--- config.mk ---
export PLATFORM = sky130hd
export DESIGN_NAME = addr_window_decoder
export DESIGN_NICKNAME = d
export VERILOG_FILES = /design/src/rtl/addr_win_pkg.sv /design/src/rtl/addr_win_regs.sv /design/src/rtl/addr_win_match.sv /design/src/rtl/addr_win_prio.sv /design/src/rtl/addr_window_decoder.sv
export SDC_FILE = /design/constraint.sdc
export NUM_CORES = 2
export LEC_CHECK = 0
export BUFFER_PORTS_ARGS = -buffer_cell sky130_fd_sc_hd__buf_2
export CAP_MARGIN = 20
export CORE_MARGIN = 2
export CORE_UTILIZATION = 62
export DETAILED_ROUTE_END_ITERATION = 6
export GPL_TIMING_DRIVEN = 1
export PLACE_DENSITY_LB_ADDON = 0.05
export SLEW_MARGIN = 20
export SYNTH_ARGS = -nofsm -noshare
export SYNTH_HDL_FRONTEND = slang
export SYNTH_SLANG_ARGS = --single-unit
--- constraint.sdc ---
create_clock -name clk -period 5.29 [get_ports clk]
set_input_delay 0.529 -clock clk [delete_from_list [all_inputs] [get_ports clk]]
set_output_delay 0.529 -clock clk [all_outputs]
set_load 0.005 [all_outputs]
--- src/rtl/addr_win_pkg.sv ---
package addr_win_pkg;

  typedef enum logic [2:0] {
    WK_BASE  = 3'd0,
    WK_MASK  = 3'd1,
    WK_RLO   = 3'd2,
    WK_RHI   = 3'd3,
    WK_DLOAD = 3'd4,
    WK_DSET  = 3'd5,
    WK_DCLR  = 3'd6,
    WK_NONE  = 3'd7
  } wr_kind_e;

  localparam int          PAGE_W   = 16;
  localparam logic [15:0] MIN_MASK = 16'h000F;  // 1 MB in 64 KB pages, minus one

  // Contiguous ones from bit 0, and covering at least the minimum window.
  function automatic logic mask_legal(input logic [PAGE_W-1:0] m);
    return ((m & (m + 16'd1)) == '0) && ((m & MIN_MASK) == MIN_MASK);
  endfunction

endpackage

--- src/rtl/addr_win_regs.sv ---
module addr_win_regs
  import addr_win_pkg::*;
#(
  parameter int NUM_WIN   = 19,
  parameter int BUS_FIRST = 9,
  localparam int IDX_W    = $clog2(NUM_WIN),
  localparam int NUM_BUS  = NUM_WIN - BUS_FIRST
) (
  input  logic                             clk,
  input  logic                             rst_n,
  input  logic                             wr_en,
  input  logic [2:0]                       wr_kind,
  input  logic [IDX_W-1:0]                 wr_idx,
  input  logic [31:0]                      wr_data,
  output logic [NUM_WIN-1:0][PAGE_W-1:0]   base_o,
  output logic [NUM_WIN-1:0][PAGE_W-1:0]   mask_o,
  output logic [NUM_WIN-1:0]               dis_o,
  output logic [NUM_BUS-1:0][PAGE_W-1:0]   rlo_o,
  output logic [NUM_BUS-1:0][31:0]         rhi_o
);

  wr_kind_e kind;
  assign kind = wr_kind_e'(wr_kind);

  logic [NUM_WIN-1:0][PAGE_W-1:0] base_q, mask_q;
  logic [NUM_WIN-1:0]             dis_q;

  always_ff @(posedge clk or negedge rst_n) begin
    if (!rst_n) begin
      base_q <= '0;
      mask_q <= '0;
    end else if (wr_en) begin
      for (int w = 0; w < NUM_WIN; w++) begin
        if (wr_idx == IDX_W'(w)) begin
          if (kind == WK_BASE) base_q[w] <= wr_data[PAGE_W-1:0];
          if (kind == WK_MASK) mask_q[w] <= wr_data[PAGE_W-1:0];
        end
      end
    end
  end

  always_ff @(posedge clk or negedge rst_n) begin
    if (!rst_n) begin
      dis_q <= '1;
    end else if (wr_en) begin
      case (kind)
        WK_DLOAD: dis_q <= wr_data[NUM_WIN-1:0];
        WK_DSET:  dis_q <= dis_q | wr_data[NUM_WIN-1:0];
        WK_DCLR:  dis_q <= dis_q & ~wr_data[NUM_WIN-1:0];
        default:  dis_q <= dis_q;
      endcase
    end
  end

  // Remap storage exists only for bus windows.
  for (genvar b = 0; b < NUM_BUS; b++) begin : g_remap
    logic [PAGE_W-1:0] rlo_q;
    logic [31:0]       rhi_q;
    logic              sel;
    assign sel = wr_en && (wr_idx == IDX_W'(BUS_FIRST + b));
    always_ff @(posedge clk or negedge rst_n) begin
      if (!rst_n) begin
        rlo_q <= '0;
        rhi_q <= '0;
      end else if (sel) begin
        if (kind == WK_RLO) rlo_q <= wr_data[PAGE_W-1:0];
        if (kind == WK_RHI) rhi_q <= wr_data;
      end
    end
    assign rlo_o[b] = rlo_q;
    assign rhi_o[b] = rhi_q;
  end

  assign base_o = base_q;
  assign mask_o = mask_q;
  assign dis_o  = dis_q;

endmodule

--- src/rtl/addr_win_match.sv ---
module addr_win_match
  import addr_win_pkg::*;
#(
  parameter int NUM_WIN = 19
) (
  input  logic [PAGE_W-1:0]              addr_hi,
  input  logic [NUM_WIN-1:0][PAGE_W-1:0] base_i,
  input  logic [NUM_WIN-1:0][PAGE_W-1:0] mask_i,
  input  logic [NUM_WIN-1:0]             dis_i,
  output logic [NUM_WIN-1:0]             raw_hit_o
);

  for (genvar w = 0; w < NUM_WIN; w++) begin : g_win
    logic legal, cmp;
    assign legal = mask_legal(mask_i[w]) && ((base_i[w] & mask_i[w]) == '0);
    assign cmp   = (addr_hi & ~mask_i[w]) == base_i[w];
    assign raw_hit_o[w] = !dis_i[w] && legal && cmp;
  end

endmodule

--- src/rtl/addr_win_prio.sv ---
module addr_win_prio #(
  parameter int NUM_WIN = 19
) (
  input  logic [NUM_WIN-1:0] raw_i,
  output logic [NUM_WIN-1:0] grant_o,
  output logic               any_o,
  output logic               multi_o
);

  // Lowest set bit wins; more than one set bit flags an overlap.
  assign grant_o = raw_i & (~raw_i + NUM_WIN'(1));
  assign any_o   = |raw_i;
  assign multi_o = (raw_i & (raw_i - NUM_WIN'(1))) != '0;

endmodule

--- src/rtl/addr_window_decoder.sv ---
module addr_window_decoder
  import addr_win_pkg::*;
#(
  parameter int NUM_MEM     = 4,
  parameter int NUM_DEV     = 4,
  parameter int NUM_BUSIF   = 2,
  parameter int BUS_MEM_WIN = 4,
  localparam int BUS_FIRST  = NUM_MEM + NUM_DEV + 1,
  localparam int NUM_WIN    = BUS_FIRST + NUM_BUSIF * (1 + BUS_MEM_WIN),
  localparam int NUM_BUS    = NUM_WIN - BUS_FIRST,
  localparam int IDX_W      = $clog2(NUM_WIN)
) (
  input  logic               clk,
  input  logic               rst_n,
  input  logic               cfg_wr_en,
  input  logic [2:0]         cfg_wr_kind,
  input  logic [IDX_W-1:0]   cfg_wr_idx,
  input  logic [31:0]        cfg_wr_data,
  input  logic               in_valid,
  output logic               in_ready,
  input  logic [31:0]        in_addr,
  output logic               out_valid,
  input  logic               out_ready,
  output logic [NUM_WIN-1:0] out_hit,
  output logic               out_miss,
  output logic               out_overlap,
  output logic [63:0]        out_addr
);

  logic [NUM_WIN-1:0][PAGE_W-1:0] base_w, mask_w;
  logic [NUM_WIN-1:0]             dis_w;
  logic [NUM_BUS-1:0][PAGE_W-1:0] rlo_w;
  logic [NUM_BUS-1:0][31:0]       rhi_w;
  logic [NUM_WIN-1:0]             raw_w, grant_w;
  logic                           any_w, multi_w;
  logic [63:0]                    nxt_addr;

  addr_win_regs #(.NUM_WIN(NUM_WIN), .BUS_FIRST(BUS_FIRST)) u_regs (
    .clk     (clk),
    .rst_n   (rst_n),
    .wr_en   (cfg_wr_en),
    .wr_kind (cfg_wr_kind),
    .wr_idx  (cfg_wr_idx),
    .wr_data (cfg_wr_data),
    .base_o  (base_w),
    .mask_o  (mask_w),
    .dis_o   (dis_w),
    .rlo_o   (rlo_w),
    .rhi_o   (rhi_w)
  );

  addr_win_match #(.NUM_WIN(NUM_WIN)) u_match (
    .addr_hi   (in_addr[31:16]),
    .base_i    (base_w),
    .mask_i    (mask_w),
    .dis_i     (dis_w),
    .raw_hit_o (raw_w)
  );

  addr_win_prio #(.NUM_WIN(NUM_WIN)) u_prio (
    .raw_i   (raw_w),
    .grant_o (grant_w),
    .any_o   (any_w),
    .multi_o (multi_w)
  );

  // Outbound address: bus windows take remapped upper page bits.
  always_comb begin
    nxt_addr = {32'h0, in_addr};
    for (int b = 0; b < NUM_BUS; b++) begin
      if (grant_w[BUS_FIRST + b]) begin
        nxt_addr = {rhi_w[b],
                    (rlo_w[b] & ~mask_w[BUS_FIRST + b]) |
                    (in_addr[31:16] & mask_w[BUS_FIRST + b]),
                    in_addr[15:0]};
      end
    end
  end

  assign in_ready = !out_valid || out_ready;

  always_ff @(posedge clk or negedge rst_n) begin
    if (!rst_n) begin
      out_valid   <= 1'b0;
      out_hit     <= '0;
      out_miss    <= 1'b0;
      out_overlap <= 1'b0;
      out_addr    <= '0;
    end else if (in_ready) begin
      out_valid <= in_valid;
      if (in_valid) begin
        out_hit     <= grant_w;
        out_miss    <= !any_w;
        out_overlap <= multi_w;
        out_addr    <= nxt_addr;
      end
    end
  end

endmodule

* Word level (Yosys, flattened, before mapping) *
Cells that the tools add are included.

word-level totals
  output and inout port bits = 87
  input port bits = 77
  bits in registers = 1193
  logic and storage cells = 481

operators by class
  $add $sub $neg = 21
  reductions and logical operators = 211
  eq/ne operators = 62
  bitwise operators = 112
  mux-type cells = 11

operator list
  operator                                                               count
  16-bit AND                                                             77
  64-bit 2-to-1 mux                                                      10
  16-bit logical NOT                                                     38
  16-bit by 1-bit adder with 16-bit output, second input constant        19
  16-bit equality test                                                   19
  16-bit NOT                                                             19
  16-bit bitwise OR                                                      10
  3-bit AND reduction                                                    38
  1-bit logical AND                                                      86
  4-bit equality test, second input constant                             19
  19-bit AND                                                             3
  19-bit one-hot mux with 3 select lines                                 1
  2-bit AND reduction                                                    22
  5-bit by 4-bit equality test with 1-bit output, second input constant  8
  19-bit NOT                                                             2
  1-bit logical NOT                                                      21
  5-bit by 3-bit equality test with 1-bit output, second input constant  4
  19-bit by 1-bit adder with 19-bit output, second input constant        1
  19-bit bitwise OR                                                      1
  19-bit nonzero test                                                    1
  19-bit OR reduction                                                    1
  19-bit by 1-bit subtractor with 19-bit output, second input constant   1
  5-bit equality test, second input constant                             3
  5-bit by 2-bit equality test with 1-bit output, second input constant  2
  other kinds (8)                                                        11

* Depth between registers and ports, before layout *
  depth in word-level cells = 20
  mapped depth = 17
  mapped depth without buffers = 12

* Cells and area by module *
A second synthesis with hierarchy kept.

second synthesis, totals
  cells, all modules = 4970
  area, all modules = 59791.1 µm²

modules (own cells, without submodules)
  module               cells each  seq. area each (µm²)  times used  area each (µm²)
  addr_win_regs        2539        27725.3               1           42221.7
  addr_window_decoder  1137        2152.1                1           8986.1
  addr_win_match       1241        0.0                   1           8187.9
  addr_win_prio        53          0.0                   1           395.4

* Least setup slack after synthesis *
OpenSTA, ideal clock, no wires.

  path type = input to register
  start = in in_addr[24]
  end = reg out_addr[55]
  required time = 5158 ps
  slack = 1974 ps
  path buffers = 3
  setup time = 132 ps
  arrival = 3184 ps
  stages on the path = 15
  cell sequence = buf_2 nor2b_1 xnor2_1 nand4_1 or4_1 nor4_4 or4_1 buf_2 nor2_1 nor4b_4 buf_2 a222oi_1 nand3_1 o211ai_1 a21oi_1

between the ends
  longest elaborated chain between the ends = 16
  elaborated cells between the ends (all ways) = 70
  classes of those cells = 1 x add/sub; 19 x eq/ne; 10 x mux; 21 x bitwise; 19 x reduce/logical

RTL lines
  what                                      RTL line                   source
  start: declaration                        addr_window_decoder.sv:21  input logic [31:0] in_addr,
  16-bit AND                                addr_win_match.sv:16       assign cmp = (addr_hi & ~mask_i[w]) == base_i[w];
  16-bit equality test                      addr_win_match.sv:16
  1-bit logical AND                         addr_win_match.sv:17       assign raw_hit_o[w] = !dis_i[w] && legal && cmp;
  19-bit NOT                                addr_win_prio.sv:11        assign grant_o = raw_i & (~raw_i + NUM_WIN'(1));
  19-bit by 1-bit adder with 19-bit output  addr_win_prio.sv:11
  19-bit AND (*)                            addr_win_prio.sv:11
  64-bit 2-to-1 mux (9 in a row)            addr_window_decoder.sv:71  if (grant_w[BUS_FIRST + b]) begin
  64-bit 2-to-1 mux (*)                     addr_window_decoder.sv:71
  end signal: assignment                    addr_window_decoder.sv:95  out_addr <= nxt_addr;
  end: declaration                          addr_window_decoder.sv:27  output logic [63:0] out_addr

Every way passes the cells marked *; elsewhere a longest branch is shown, timed or not.
A chain may end at the register's enable or synchronous reset.

* Final worst setup path *
  start = reg u_regs.mask_q (netlist bit u_regs.mask_o[6])
  end = reg out_addr[28]

between the ends
  longest elaborated chain between the ends = 20
  elaborated cells between the ends (all ways) = 25
  classes of those cells = 2 x add/sub; 1 x eq/ne; 10 x mux; 6 x bitwise; 6 x reduce/logical

RTL lines
  what                                          RTL line                   source
  start: declaration                            addr_win_regs.sv:25        logic [NUM_WIN-1:0][PAGE_W-1:0] base_q, mask_q;
  start signal: indexed assignment              addr_win_regs.sv:36        if (kind == WK_MASK) mask_q[w] <= wr_data[PAGE_W-1:0];
  16-bit by 1-bit adder with 16-bit output      addr_win_pkg.sv:19         return ((m & (m + 16'd1)) == '0) && ((m & MIN_MASK) == MIN_MASK);
  16-bit AND                                    addr_win_pkg.sv:19
  16-bit logical NOT                            addr_win_pkg.sv:19
  1-bit logical AND                             addr_win_pkg.sv:19
  1-bit logical AND                             addr_win_match.sv:15       assign legal = mask_legal(mask_i[w]) && ((base_i[w] & mask_i[w]) == '0);
  1-bit logical AND                             addr_win_match.sv:17
  1-bit logical AND (*)                         addr_win_match.sv:17
  19-bit NOT (*)                                addr_win_prio.sv:11
  19-bit by 1-bit adder with 19-bit output (*)  addr_win_prio.sv:11
  19-bit AND (*)                                addr_win_prio.sv:11
  64-bit 2-to-1 mux (9 in a row)                addr_window_decoder.sv:71
  64-bit 2-to-1 mux (*)                         addr_window_decoder.sv:71

Marked as above.

==> flow_metrics.env <==
export IMPL_total_power_mw=20.5
export IMPL_worstPathRequired_ps=5890
export IMPL_vias=42211
export IMPL_synth_cell_types=100
export IMPL_hold_slack_ps=69.7
export IMPL_hpwl_um=116000
export IMPL_die_w_um=307
export IMPL_worst_slew_pin_transition_ps=1200
export IMPL_setup_violations_final=0
export IMPL_period_minus_slack_ps=4400
export IMPL_hold_violations=0
export IMPL_p_per_area_nw_per_um2=323
export IMPL_swShare=0.256
export IMPL_drt_total_wl_um=182000
export IMPL_insertion_delay_ps=730
export IMPL_grt_overflow_total=0
export IMPL_cts_made_buffers=118
export IMPL_syn_area_um2=57000
export IMPL_grt_pass1_wl_um=273000
export IMPL_arrival_ps=5000
export IMPL_maxCapViolations=0
export IMPL_hold_class="input pin to flop"
export IMPL_grt_pass1_vias=41313
export IMPL_synth_nets=4942
export IMPL_p_leak_nw=29.6
export IMPL_cp_start_kind="flop"
export IMPL_avgSynthCellArea_um2=11.7
export IMPL_fp_dieH_um=307
export IMPL_async_flop_share=1.00
export IMPL_drive_gt1_frac=0.323
export IMPL_drt_wirelength_per_cell_um=29.0
export IMPL_comb_power_share=0.094
export IMPL_slowest_stage="nor3_1"
export IMPL_cts_tree="done"
export IMPL_final_cell_mix="1134 x dfrtp_1, 1045 x mux2_2, 297 x nand2_1, 240 x xnor2_1, 226 x nor2b_1"
export IMPL_port_buffers=163
export IMPL_route_met2_wl_um=82800
export IMPL_wl_met3_um=15800
export IMPL_worstSetupEndpointType="flop"
export IMPL_syn_inst=4865
export IMPL_routed_via_density=6.72
export IMPL_cts_sinks=1153
export IMPL_p_seq_frac=0.476
export IMPL_grt_max_degree=146
export IMPL_cts_max_path_buffers=3
export IMPL_path_cells="mux2_2, a2111oi_0, nand4_1, or2_2, o32ai_2, nand4b_2, buf_4, or3b_1, o22ai_1, nor3_1, a211oi_2, a2bb2oi_1"
export IMPL_grt_total_usage=0.387
export IMPL_fin_skew_ps=20.1
export IMPL_max_freq_ghz=0.227
export IMPL_rsz0062_at_grt="no"
export IMPL_yosys_most_used_dff="dfrtp_1"
export IMPL_status="complete, but fails checks"
export IMPL_row_count=111
export IMPL_ctsHtreeMaxLevel=3
export IMPL_num_io_pins=164
export IMPL_maxSlewViolCount=0
export IMPL_gp_routability_congestion=1.01
export IMPL_mostFrequentLayoutCell="dfrtp_1"
export IMPL_crit_type="flop to flop"
export IMPL_fin_crit_sh=0.832
export IMPL_synth_edf_count=0
export IMPL_synth_seq_area_share=0.506
export IMPL_max_slew_margin=0.199
export IMPL_setup_slack_ps=890
export IMPL_ys_ff_latch=1153
export IMPL_dieArea_um2=94400
export IMPL_drcViolationCount=1
export IMPL_clkPwrFrac=0.430
export IMPL_core_um2=91400
export IMPL_violations="DRC"
export IMPL_p_switching_mw=5.25
export IMPL_cpPeakStageDelay_ps=590
export IMPL_routedLengthMet1_um=74200
export IMPL_preCtsSetupSlack_ps=360
export IMPL_dr_pass1_iters=7
export IMPL_final_antenna_net_count=0
export IMPL_cts_root_buffer="clkbuf_16"
export IMPL_antenna_found_initial=15
export IMPL_intPower_mw=15.3
export IMPL_finalInstanceArea_um2=63600
export IMPL_placed_area_um2=59300
export IMPL_top_layer="met5"
export IMPL_clk_pin_slew_ps=60
export IMPL_yosysWarnings=0
export IMPL_drt_iter0_drc=5125
export IMPL_nets=5060
export IMPL_finalSetupTns_ps=0
export IMPL_start_util=0.624
export IMPL_ir_drop_mv=0.287
export IMPL_crit_fanout=16
export IMPL_area_growth_pct=11.5
[worst paths after layout]
kind / start / to / slack, ps / depth (start not counted)
max: u_regs.mask_o[6] / out_addr[28] / 890 / 12
min: in_valid / out_valid / 70 / 2
max reg2reg: u_regs.mask_o[6] / out_addr[28] / 890 / 12
min reg2reg: out_addr[15] / out_addr[15] / 470 / 2
max in group asynchronous: rst_n / u_regs.g_remap[0].rhi_q[26] / 3450 / 3
min in group asynchronous: rst_n / u_regs.base_o[28] / 460 / 2
[cell usage after synthesis (37+ instances only)]
cell type / number / area share
a21oi_1: 116 / 0.010
a221oi_1: 55 / 0.0084
a22o_1: 67 / 0.010
a22oi_1: 44 / 0.0058
buf_2: 55 / 0.0048
clkbuf_1: 236 / 0.016
dfrtp_1: 1134 / 0.50
inv_1: 80 / 0.0053
mux2_2: 1045 / 0.21
mux2i_1: 95 / 0.017
nand2_1: 299 / 0.020
nand2b_1: 58 / 0.0064
nand3_1: 84 / 0.0074
nand4_1: 98 / 0.011
nor2_1: 159 / 0.010
nor2b_1: 226 / 0.025
nor3_1: 93 / 0.0082
nor4_1: 37 / 0.0041
o211ai_1: 49 / 0.0065
o21ai_0: 160 / 0.014
o22ai_1: 44 / 0.0048
xnor2_1: 240 / 0.037
[cell families (layout without fill, tap and decap cells)]
| logic type | after synthesis | count (layout) | share of synthesized area |
|---|---|---|---|
| simple gates | 1182 | 1182 | 0.111 |
| flops | 1153 | 1153 | 0.506 |
| mux | 1140 | 1140 | 0.223 |
| compound gates | 736 | 736 | 0.0915 |
| buf+inv | 406 | 628 | 0.0297 |
| xor+xnor | 245 | 245 | 0.0376 |
| fa+ha+maj | 3 | 3 | 0.000527 |
| other cells | 0 | 4 | 0 |
[per-stage QoR]
stage                util  std cells
finish              0.696       6277
global route        0.696       6276
CTS                 0.695       6272
detailed placement  0.649       6031
global placement    0.649       6030
floorplan               -       4865
[what timing repair did]
item,in CTS,in global routing
hold buffers,17,0
hold endpoints to repair,88,0
resized for setup,0,0
setup buffers,0,0
[worst max-delay path, delay by kind of cell, from the launching register on]
kind	cells	cell delay, ps
and+or+nand+nor	5	1880
AOI/OAI and AO/OA	5	1340
DFF	1	450
muxes	1	350
buffers and inverters	1	260
[flip-flops by register name, indices dropped and copies added, names as in the netlist]
name	count
out_hit	19
u_regs.g_remap.rlo_q	120
out_addr	64
out_valid	1
u_regs.dis_o	19
out_overlap	1
u_regs.mask_o	304
out_miss	1
u_regs.g_remap.rhi_q	320
u_regs.base_o	304
[routing by layer]
| layer | vias to the layer above | GRT usage |
|---|---|---|
| met2 | 2033 | 0.596 |
| met3 | 507 | 0.0671 |
| met4 | 10 | 0.177 |
| met1 | 21741 | 0.539 |
| met5 | - | 0 |
| li1 | 17920 | - |
[power groups by stage]
stage / Combinational [mW] / Sequential (mW) / Clock (mW)
5_1_grt: 2.07 / 9.82 / 9.24
2_1_floorplan: 1.13 / 9.75 / 0
4_1_cts: 1.90 / 9.75 / 8.87
3_5_place_dp: 1.89 / 9.91 / 0
6_report: 1.92 / 9.77 / 8.81
3_3_place_gp: 1.85 / 9.90 / 0
[area by class of cell]
type,instances,area [um^2]
Timing Repair Buffer,322,2250
Sequential cell,1153,28900
Fill cell,6766,27800
Inverter,82,308
Clock inverter,47,638
Tap cell,1186,1480
Multi-Input combinational cell,3306,26600
Clock buffer,177,3440
Antenna cell,4,10.0
Power figures use the tool's default switching activity.
